## config.mk

```make
export PLATFORM = sky130hd
export DESIGN_NAME = pinWaitUnit
export DESIGN_NICKNAME = d
export VERILOG_FILES = /design/src/rtl/pinwait_pkg.sv /design/src/rtl/pinWaitDatapath.sv /design/src/rtl/pinWaitControl.sv /design/src/rtl/pinWaitUnit.sv
export SDC_FILE = /design/constraint.sdc
export NUM_CORES = 1
export LEC_CHECK = 0
export ABC_AREA = 1
export BUFFER_PORTS_ARGS = -buffer_cell sky130_fd_sc_hd__buf_2
export CAP_MARGIN = 10
export CORE_MARGIN = 5
export CORE_UTILIZATION = 50
export DETAILED_ROUTE_END_ITERATION = 6
export PLACE_DENSITY = 0.79
export SLEW_MARGIN = 20
export SYNTH_ARGS = -nofsm -noshare
export SYNTH_HDL_FRONTEND = slang
export SYNTH_SLANG_ARGS = --single-unit
```

## constraint.sdc

```tcl
create_clock -name clk -period 2.32 [get_ports clk]
set_input_delay 0.116 -clock clk [delete_from_list [all_inputs] [get_ports clk]]
set_output_delay 0.116 -clock clk [all_outputs]
set_load 0.05 [all_outputs]
```

## src/rtl/pinwait_pkg.sv

```systemverilog
package pinwait_pkg;
  localparam logic [4:0] SUB_CLOCKS  = 5'b00000;
  localparam logic [4:0] SUB_ANYEDGE = 5'b00001;
  localparam logic [4:0] SUB_RISE    = 5'b00010;
  localparam logic [4:0] SUB_FALL    = 5'b00011;
  localparam logic [4:0] SUB_PAIRCHG = 5'b00110;
  localparam logic [4:0] SUB_PAIRSEL = 5'b00111;

  localparam logic [3:0] PMODE_RISE  = 4'd0;
  localparam logic [3:0] PMODE_FALL  = 4'd1;
  localparam logic [3:0] PMODE_LOW   = 4'd2;
  localparam logic [3:0] PMODE_HIGH  = 4'd3;

  typedef struct packed {
    logic load;    // accept a new instruction
    logic step;    // one busy cycle elapses
    logic finish;  // condition met this cycle
  } waitStrobes_t;

  typedef enum logic {ST_IDLE, ST_BUSY} waitState_t;
endpackage

```

## src/rtl/pinWaitDatapath.sv

```systemverilog
module pinWaitDatapath
  import pinwait_pkg::*;
#(
  parameter int NPINS = 64,
  parameter int OPW   = 9,
  parameter int SUBW  = 5,
  parameter int MODEW = 4
) (
  input  logic               clk,
  input  logic               rstN,
  input  waitStrobes_t       strb,
  input  logic [SUBW-1:0]    subOpIn,
  input  logic [OPW-1:0]     operandIn,
  input  logic [MODEW-1:0]   pairModeIn,
  input  logic [NPINS-1:0]   pins,
  output logic               hit
);
  localparam int IDXW   = $clog2(NPINS);
  localparam int NPAIRS = NPINS / 2;
  localparam int PIDXW  = IDXW - 1;

  // Split the pin vector into adjacent pairs: bit 0 is the main (lower) pin.
  logic [1:0] pairVec [NPAIRS];
  for (genvar g = 0; g < NPAIRS; g++) begin : gPair
    assign pairVec[g] = {pins[2*g+1], pins[2*g]};
  end

  logic [SUBW-1:0]  subOpR;
  logic [MODEW-1:0] modeR;
  logic [IDXW-1:0]  idxR;
  logic [OPW-1:0]   countR;
  logic             prevPin;
  logic [1:0]       prevPair;

  logic [IDXW-1:0]  loadIdx;
  logic             loadPin;
  logic [1:0]       loadPair;
  logic             curPin;
  logic [1:0]       curPair;

  assign loadIdx  = operandIn[IDXW-1:0];
  assign loadPin  = pins[loadIdx];
  assign loadPair = pairVec[loadIdx[IDXW-1:1]];
  assign curPin   = pins[idxR];
  assign curPair  = pairVec[idxR[IDXW-1:1]];

  always_ff @(posedge clk or negedge rstN) begin
    if (!rstN) begin
      subOpR   <= '0;
      modeR    <= '0;
      idxR     <= '0;
      countR   <= '0;
      prevPin  <= 1'b0;
      prevPair <= 2'b00;
    end else if (strb.load) begin
      subOpR   <= subOpIn;
      modeR    <= pairModeIn;
      idxR     <= loadIdx;
      countR   <= (operandIn == '0) ? OPW'(1) : operandIn;
      prevPin  <= loadPin;
      prevPair <= loadPair;
    end else if (strb.step) begin
      if (countR != '0) countR <= countR - OPW'(1);
      prevPin  <= curPin;
      prevPair <= curPair;
    end
  end

  logic pairRiseMain, pairFallMain;
  assign pairRiseMain = !prevPair[0] && curPair[0];
  assign pairFallMain = prevPair[0] && !curPair[0];

  always_comb begin
    unique case (subOpR)
      SUB_CLOCKS:  hit = (countR == OPW'(1));
      SUB_ANYEDGE: hit = (curPin != prevPin);
      SUB_RISE:    hit = !prevPin && curPin;
      SUB_FALL:    hit = prevPin && !curPin;
      SUB_PAIRCHG: hit = (curPair != prevPair);
      SUB_PAIRSEL: begin
        unique case (modeR)
          PMODE_RISE: hit = pairRiseMain;
          PMODE_FALL: hit = pairFallMain;
          PMODE_LOW:  hit = (curPair == 2'b00);
          PMODE_HIGH: hit = (curPair == 2'b11);
          default:    hit = 1'b1;
        endcase
      end
      default:     hit = 1'b1;
    endcase
  end
endmodule

```

## src/rtl/pinWaitControl.sv

```systemverilog
module pinWaitControl
  import pinwait_pkg::*;
(
  input  logic         clk,
  input  logic         rstN,
  input  logic         start,
  input  logic         hit,
  output waitStrobes_t strb,
  output logic         stall,
  output logic         done
);
  waitState_t state;

  assign strb.load   = start && (state == ST_IDLE);
  assign strb.step   = (state == ST_BUSY);
  assign strb.finish = (state == ST_BUSY) && hit;
  assign stall       = (state == ST_BUSY);

  always_ff @(posedge clk or negedge rstN) begin
    if (!rstN) begin
      state <= ST_IDLE;
      done  <= 1'b0;
    end else begin
      done <= strb.finish;
      if (strb.load)        state <= ST_BUSY;
      else if (strb.finish) state <= ST_IDLE;
    end
  end
endmodule

```

## src/rtl/pinWaitUnit.sv

```systemverilog
module pinWaitUnit
  import pinwait_pkg::*;
#(
  parameter int NPINS = 64
) (
  input  logic             clk,
  input  logic             rstN,
  input  logic             start,
  input  logic [4:0]       subOp,
  input  logic [8:0]       operand,
  input  logic [3:0]       pairMode,
  input  logic [NPINS-1:0] pins,
  output logic             stall,
  output logic             done
);
  waitStrobes_t strb;
  logic         hit;

  pinWaitControl uCtrl (
    .clk   (clk),
    .rstN  (rstN),
    .start (start),
    .hit   (hit),
    .strb  (strb),
    .stall (stall),
    .done  (done)
  );

  pinWaitDatapath #(.NPINS(NPINS), .OPW(9), .SUBW(5), .MODEW(4)) uPath (
    .clk        (clk),
    .rstN       (rstN),
    .strb       (strb),
    .subOpIn    (subOp),
    .operandIn  (operand),
    .pairModeIn (pairMode),
    .pins       (pins),
    .hit        (hit)
  );
endmodule

```

==> results.toml, run 1 <==
[status]
status = "finished, violations left"
failed_checks = "setup timing"

[timing]
holdWs_ns = 0.0267
fin_worst_skew_ns = 0.00543
tightest_slew_ns = 0.647
finalWorstSetupSlack_ns = -0.494
maxSlewHeadroom = 0.569
drv_slew = 0
hold_viol_final = 0
fin_crit_ns = 2.81
fmax_ghz = 0.355
setup_viol = 2
fin_crit_sh = 1.21
rsz0062_at_grt = "true"

[synthesis]
synth_compound_area_frac = 0.181
yosysUniqueCellTypes = 39
synth_top_family_by_area = "simple AND/OR/NAND/NOR gates"
synth-seq-cells = 29
yosys-mux-area-fraction = 0.0285
synth-xor-area-share = 0.00249
synthSimpleGateAreaFrac = 0.452
synthAdderAreaFrac = 0.0214
synthCells = 605
synth_seq_area_share = 0.207
syn_area_mm2 = 0.00351
syn_area_per_cell_um2 = 5.81
synth_warnings = 0
syn-num-nets = 696

[floorplanning]
ios = 87
initial_utilization = 0.514
die_x_um = 93.8
dieArea_mm2 = 0.00880
core-area_mm2 = 0.00683
rows = 30
die_h_um = 93.8

[finish]
diodes = 0
seqCellArea_um2 = 726
final_common_cell = "nand2_1"
final_nets = 804
multi_input_area_mm2 = 0.00278
layout-drive-gt1-share = 0.342
layout_common_cells = "147 x nand2_1, 86 x buf_2, 80 x nand3_1"
syn_to_final_growth_pct = 40.0
nFillCells = 548

[grt]
grt_pass1_vias = 4339
grt_max_degree = 30
grt_overflow_total = 0
grt_pass1_wl_mm = 21.7
grt_use_total = 0.314
antenna_found_initial = 0

[worst_setup_path]
cp_max_fo = 8
worst_setup_path_start_kind = "flip-flop"
reg2reg_depth = 18
cp-end-kind = "flip-flop"
worst_ep_required_time_ns = 2.53
critPathArrivalTime_ns = 3.02
path_class = "reg2reg"

[route]
ant_nets = 0
drt-total-wl_mm = 16.2
dr.pass1.iters = 5
viasPerCell = 6.38
drc = 0
wl_per_cell_um = 20.0
vias = 5168
first_iter_violations = 799

[hold_path]
worstHoldPathType = "in2reg"
holdPathStages = 3

[clock_tree]
clk_pin_slew_ns = 0.07
clock-root-buffer = "clkbuf_8"
clock_latency_ns = 0.29
cts_buffers = 5
cts-htree-levels = 2
ctsLongestPathBuffers = 2
cts_tree = "built"
cts_num_sinks = 29

[place]
io_buffers = 86
globalplace.congestion = 0.976
dp_slack_ns = -0.274
hpwl_mm = 10.9

[pwr]
p_leak_nw = 2.45
power.density_mw_per_mm2 = 1240
ir_drop_mv = 0.715

[run]
cap_violations = 0
-- layout make-up --
cell class / instances / area share
inverters: 39 / 0.0356
well taps: 96 / 0.0244
clock buffers: 6 / 0.0168
repair buffers: 133 / 0.185
repair inverters: 4 / 0.0188
multi-input cells: 501 / 0.564
flip-flops and latches: 29 / 0.148
clock inverters: 2 / 0.00763
-- cells by family (layout without fill, tap and decap cells) --
family,Yosys count,after routing
simple gates,371,371
flops,29,29
xor+xnor,1,1
buf+inv,75,184
fa+ha+maj,6,6
compound gates,113,113
mux,10,10
-- critical path, cell delays in order (launching register included) --
cell and delay (ns):
dfrtp_1 0.45, clkbuf_16 0.30, clkinv_16 0.12, nand2_4 0.07, nand3_2 0.07, nand3_2 0.10, a21oi_2 0.06, o21ai_1 0.19
a21o_1 0.17, nand2_2 0.08, inv_2 0.07, ha_4 0.11, nor2_1 0.05, nor3_1 0.23, o21ai_1 0.14, nand4_1 0.16
a21oi_2 0.05, buf_4 0.14, a21oi_2 0.14
-- synthesized netlist by cell type --
master | count | share of area
o21bai_1 | 1 | 0.0021
a21boi_0 | 2 | 0.0043
mux2i_1 | 10 | 0.029
inv_1 | 34 | 0.036
dfrtp_1 | 29 | 0.21
nand2_1 | 184 | 0.20
buf_8 | 1 | 0.0043
o31ai_1 | 1 | 0.0021
a2bb2oi_1 | 1 | 0.0025
a211oi_1 | 1 | 0.0021
o211ai_1 | 8 | 0.017
buf_6 | 5 | 0.016
a41oi_1 | 1 | 0.0025
a21o_1 | 1 | 0.0021
a21oi_2 | 1 | 0.0025
clkinv_1 | 1 | 0.0011
buf_2 | 15 | 0.021
nor3_1 | 2 | 0.0029
nor4_1 | 2 | 0.0036
inv_8 | 1 | 0.0032
a22oi_1 | 1 | 0.0021
nand3_1 | 114 | 0.16
nand4_1 | 4 | 0.0071
nand2_2 | 5 | 0.0089
o21bai_2 | 1 | 0.0032
nand3_2 | 3 | 0.0086
a31oi_1 | 3 | 0.0053
nor2_2 | 2 | 0.0036
buf_4 | 5 | 0.011
o21ai_1 | 4 | 0.0057
nor2_1 | 55 | 0.059
o21ai_0 | 56 | 0.080
xor2_1 | 1 | 0.0025
inv_4 | 1 | 0.0018
ha_1 | 6 | 0.021
inv_2 | 2 | 0.0021
o221ai_1 | 3 | 0.0075
clkbuf_1 | 10 | 0.011
a21oi_1 | 28 | 0.040
-- per-layer routing --
layer | global-route usage | part of all wire
met1 | 0.437 | 0.38
met2 | 0.499 | 0.45
met3 | 0.0729 | 0.11
met4 | 0.0614 | 0.052
met5 | 0 | 0
-- state kept, by name (all words and copies together), names as in the netlist --
name	count
uCtrl.done	1
uPath.prevPair	2
uPath.countR	9
uPath.prevPin	1
uCtrl.stall	1
uPath.idxR	6
uPath.subOpR	5
uPath.modeR	4
-- report_power, final --
group          leakage, nW  internal (W)  switching, W
clock network       0.0574      0.000349      0.000213
logic                 2.04       0.00175       0.00279
registers            0.353      0.000752      0.000231
-- final timing paths --
| check | start | to | slack (ns) |
|---|---|---|---|
| min in group asynchronous | rstN | uCtrl.stall | 0.40 |
| hold / removal | pairMode[1] | uPath.modeR[1] | 0.03 |
| setup / recovery | uPath.idxR[1] | uCtrl.done | -0.49 |
| setup reg to reg | uPath.idxR[1] | uCtrl.done | -0.49 |
| hold reg to reg | uPath.modeR[1] | uPath.modeR[1] | 0.48 |
| max in group asynchronous | rstN | uPath.modeR[0] | 1.49 |
-- repair_timing --
action,4_1_cts,5_1_grt
setup buffers,0,2
cloned,2,7
hold buffers,1,0
pin swaps,5,38
gates resized for setup,15,104
endpoints found under the hold margin,29,0
endpoints found under the setup margin,2,2
-- through the flow --
step / area, um2 / utilization / cells / total power [W] / setup TNS, ns
after detailed placement: 4160 / 0.609 / 790 / 0.00426 / -0.459
after global placement: 4160 / 0.609 / 790 / 0.00416 / -0.281
final: 4920 / 0.720 / 810 / 0.00608 / -0.960
after floorplan: 3510 / - / 605 / 0.00324 / 0
after global routing: 4920 / 0.720 / 810 / 0.00644 / -1.12
after CTS: 4360 / 0.638 / 801 / 0.00501 / -0.436
Note: power is estimated with default switching activity, not from simulation.
==> run 2, diff against run 1 <==
--- a/config.mk
+++ b/config.mk
@@ -12,6 +12,7 @@
 export CORE_UTILIZATION = 50
 export DETAILED_ROUTE_END_ITERATION = 6
 export PLACE_DENSITY = 0.79
+export SKIP_CTS_REPAIR_TIMING = 1
 export SLEW_MARGIN = 20
 export SYNTH_ARGS = -nofsm -noshare
 export SYNTH_HDL_FRONTEND = slang
==> run 2 against run 1 <==
  * The flow still finishes with violations (setup timing)
  * Power fell by 8.3%
  * Worst hold slack hardly changed
  * Final cell count shrank 0.37%
  * Critical path type unchanged
  * Critical endpoint unchanged
  * Largest cell class unchanged
  * Largest power group unchanged
==> results.toml, run 2 (synthesis gave the netlist of run 1 again) <==
[timing]
fin_crit_sh = 1.14
fin_crit_ns = 2.65
maxSlewHeadroom = 0.576
tightest_slew_ns = 0.635
fmax_ghz = 0.377
drv_slew = 0
finalWorstSetupSlack_ns = -0.333
fin_tns_setup_ns = -0.655
hold_viol_final = 0
setup_viol = 2
fin_worst_skew_ns = 0.00569
rsz0062_at_grt = "true"

[pwr]
p_leak_nw = 2.35
pwr-share-clk = 0.101
internal_power_w = 0.00271
p_switching_w = 0.00287
p_comb_frac = 0.725
power.density_mw_per_mm2 = 1210
seq_power_share = 0.175
ir_drop_mv = 0.716
p_sw_frac = 0.514

[route]
drc = 0
first_iter_violations = 616
viasPerCell = 6.12
vias = 4936
drt-total-wl_mm = 14.6
ant_nets = 0
wl_per_cell_um = 18.1
dr.pass1.iters = 5

[clock_tree]
clock-root-buffer = "clkbuf_8"
clock_latency_ns = 0.29
cts_tree = "built"
cts_num_sinks = 29
clk_pin_slew_ns = 0.07
ctsLongestPathBuffers = 2
cts-htree-levels = 2
cts_buffers = 5

[grt]
grt_use_total = 0.308
antenna_found_initial = 0
grt_pass1_vias = 4307
grt_overflow_total = 0
grt_pass1_wl_mm = 21.3
grt_max_degree = 34

[place]
io_buffers = 86
globalplace.congestion = 0.976
dp.cells = 790
hpwl_mm = 10.9
dp_slack_ns = -0.274
dpl-instance-area_mm2 = 0.00416

[worst_setup_path]
cp_slowest_cell = "dfrtp_2"
cp_max_fo = 6
worst_ep_required_time_ns = 2.49
crit_path_frequent_cell = "a21oi_2"
critPathArrivalTime_ns = 2.82
crit_family = "buffers and inverters"
slowest_delay_ns = 0.45
path_cells = "clkbuf_16 > clkbuf_16 > nand2_2 > nand3_2 > nand3_1 > a21oi_2 > o21ai_1 > nand2_1 > nand2_1 > nand2_2 > buf_4 > ha_1 > o21ai_1 > nand4_1 > a21oi_2 > buf_4 > a21oi_2"
path_class = "reg2reg"
cp-end-kind = "flip-flop"
worst_setup_path_start_kind = "flip-flop"
critical_path_buf_inv_count = 4

[floorplanning]
dieArea_mm2 = 0.00880
die_h_um = 93.8
initial_utilization = 0.514
ios = 87
rows = 30
core-area_mm2 = 0.00683
die_x_um = 93.8

[finish]
largest_register_ffs = 9
nFillCells = 603
layout_common_cells = "177 x nand2_1, 100 x nand3_1, 86 x buf_2"
final_nets = 801
diodes = 0
top_regs = "uPath.countR x9, uPath.idxR x6, uPath.subOpR x5"
final_area_mm2 = 0.00463
syn_to_final_growth_pct = 31.7
largest-register = "uPath.countR"
layout-drive-gt1-share = 0.267
multi_input_area_mm2 = 0.00255
seqCellArea_um2 = 727
finalNonFillerCells = 807
final_common_cell = "nand2_1"

[run]
cap_violations = 0

[status]
failed_checks = "setup timing"
status = "finished, violations left"

[hold_path]
worstHoldPathType = "in2reg"
run 2: cell types whose count changed in the layout (fill, tap and decap cells not counted), moves of 8 or more:
| cell | delta |
|---|---|
| nand3_2 | -20 |
| nand2_4 | -8 |
| nand2_1 | +30 |
| nand3_1 | +20 |
| nand2_2 | -22 |
run 2: tightest hold or removal path: cells and delay by family:
kind / cells / cell delay, ns
AND/OR/NAND/NOR: 2 / 0.09
buffers and inverters: 1 / 0.07
run 2: layer usage:
| metal | track usage | vias to the layer above | share of wire |
|---|---|---|---|
| met5 | 0 | - | 0 |
| met4 | 0.0638 | 0 | 0.025 |
| met3 | 0.0601 | 47 | 0.11 |
| met2 | 0.491 | 342 | 0.46 |
| met1 | 0.431 | 2298 | 0.41 |
| li1 | - | 2249 | - |
run 2: area by class of cell:
class	instances	area share
sequential	29	0.157
timing repair buffer	132	0.191
multi-input combinational	501	0.552
clock inverter	2	0.00811
clock buffer	6	0.0179
inverter	39	0.0379
tap	96	0.0260
timing repair inverter	2	0.0100
run 2: metrics by stage:
| stage | utilization | power, W | hold slack, ns |
|---|---|---|---|
| after detailed placement | 0.609 | 0.00426 | 0.176 |
| after global routing | 0.677 | 0.00597 | 0.0365 |
| final | 0.677 | 0.00558 | 0.0267 |
| after global placement | 0.609 | 0.00416 | 0.165 |
| after floorplan | - | 0.00324 | -0.180 |
| after CTS | 0.626 | 0.00485 | -0.135 |
run 2: final timing paths:
| kind | from | endpoint | slack, ns | cells past startpoint |
|---|---|---|---|---|
| worst max-delay path | uPath.idxR[1] | uCtrl.done | -0.33 | 17 |
| worst max register to register | uPath.idxR[1] | uCtrl.done | -0.33 | 17 |
| worst min register to register | uPath.modeR[1] | uPath.modeR[1] | 0.48 | 2 |
| worst min-delay path | pairMode[1] | uPath.modeR[1] | 0.03 | 3 |
| min in group asynchronous | rstN | uPath.subOpR[1] | 0.40 | 2 |
| max in group asynchronous | rstN | uPath.idxR[1] | 1.47 | 2 |
run 2: power groups by stage:
stage               combinational (W)  clock (W)  sequential (W)
floorplan                     0.00229          0        0.000955
global placement              0.00321          0        0.000951
detailed placement            0.00330          0        0.000959
CTS                           0.00334   0.000565        0.000951
global route                  0.00438   0.000587         0.00101
finish                        0.00404   0.000563        0.000975
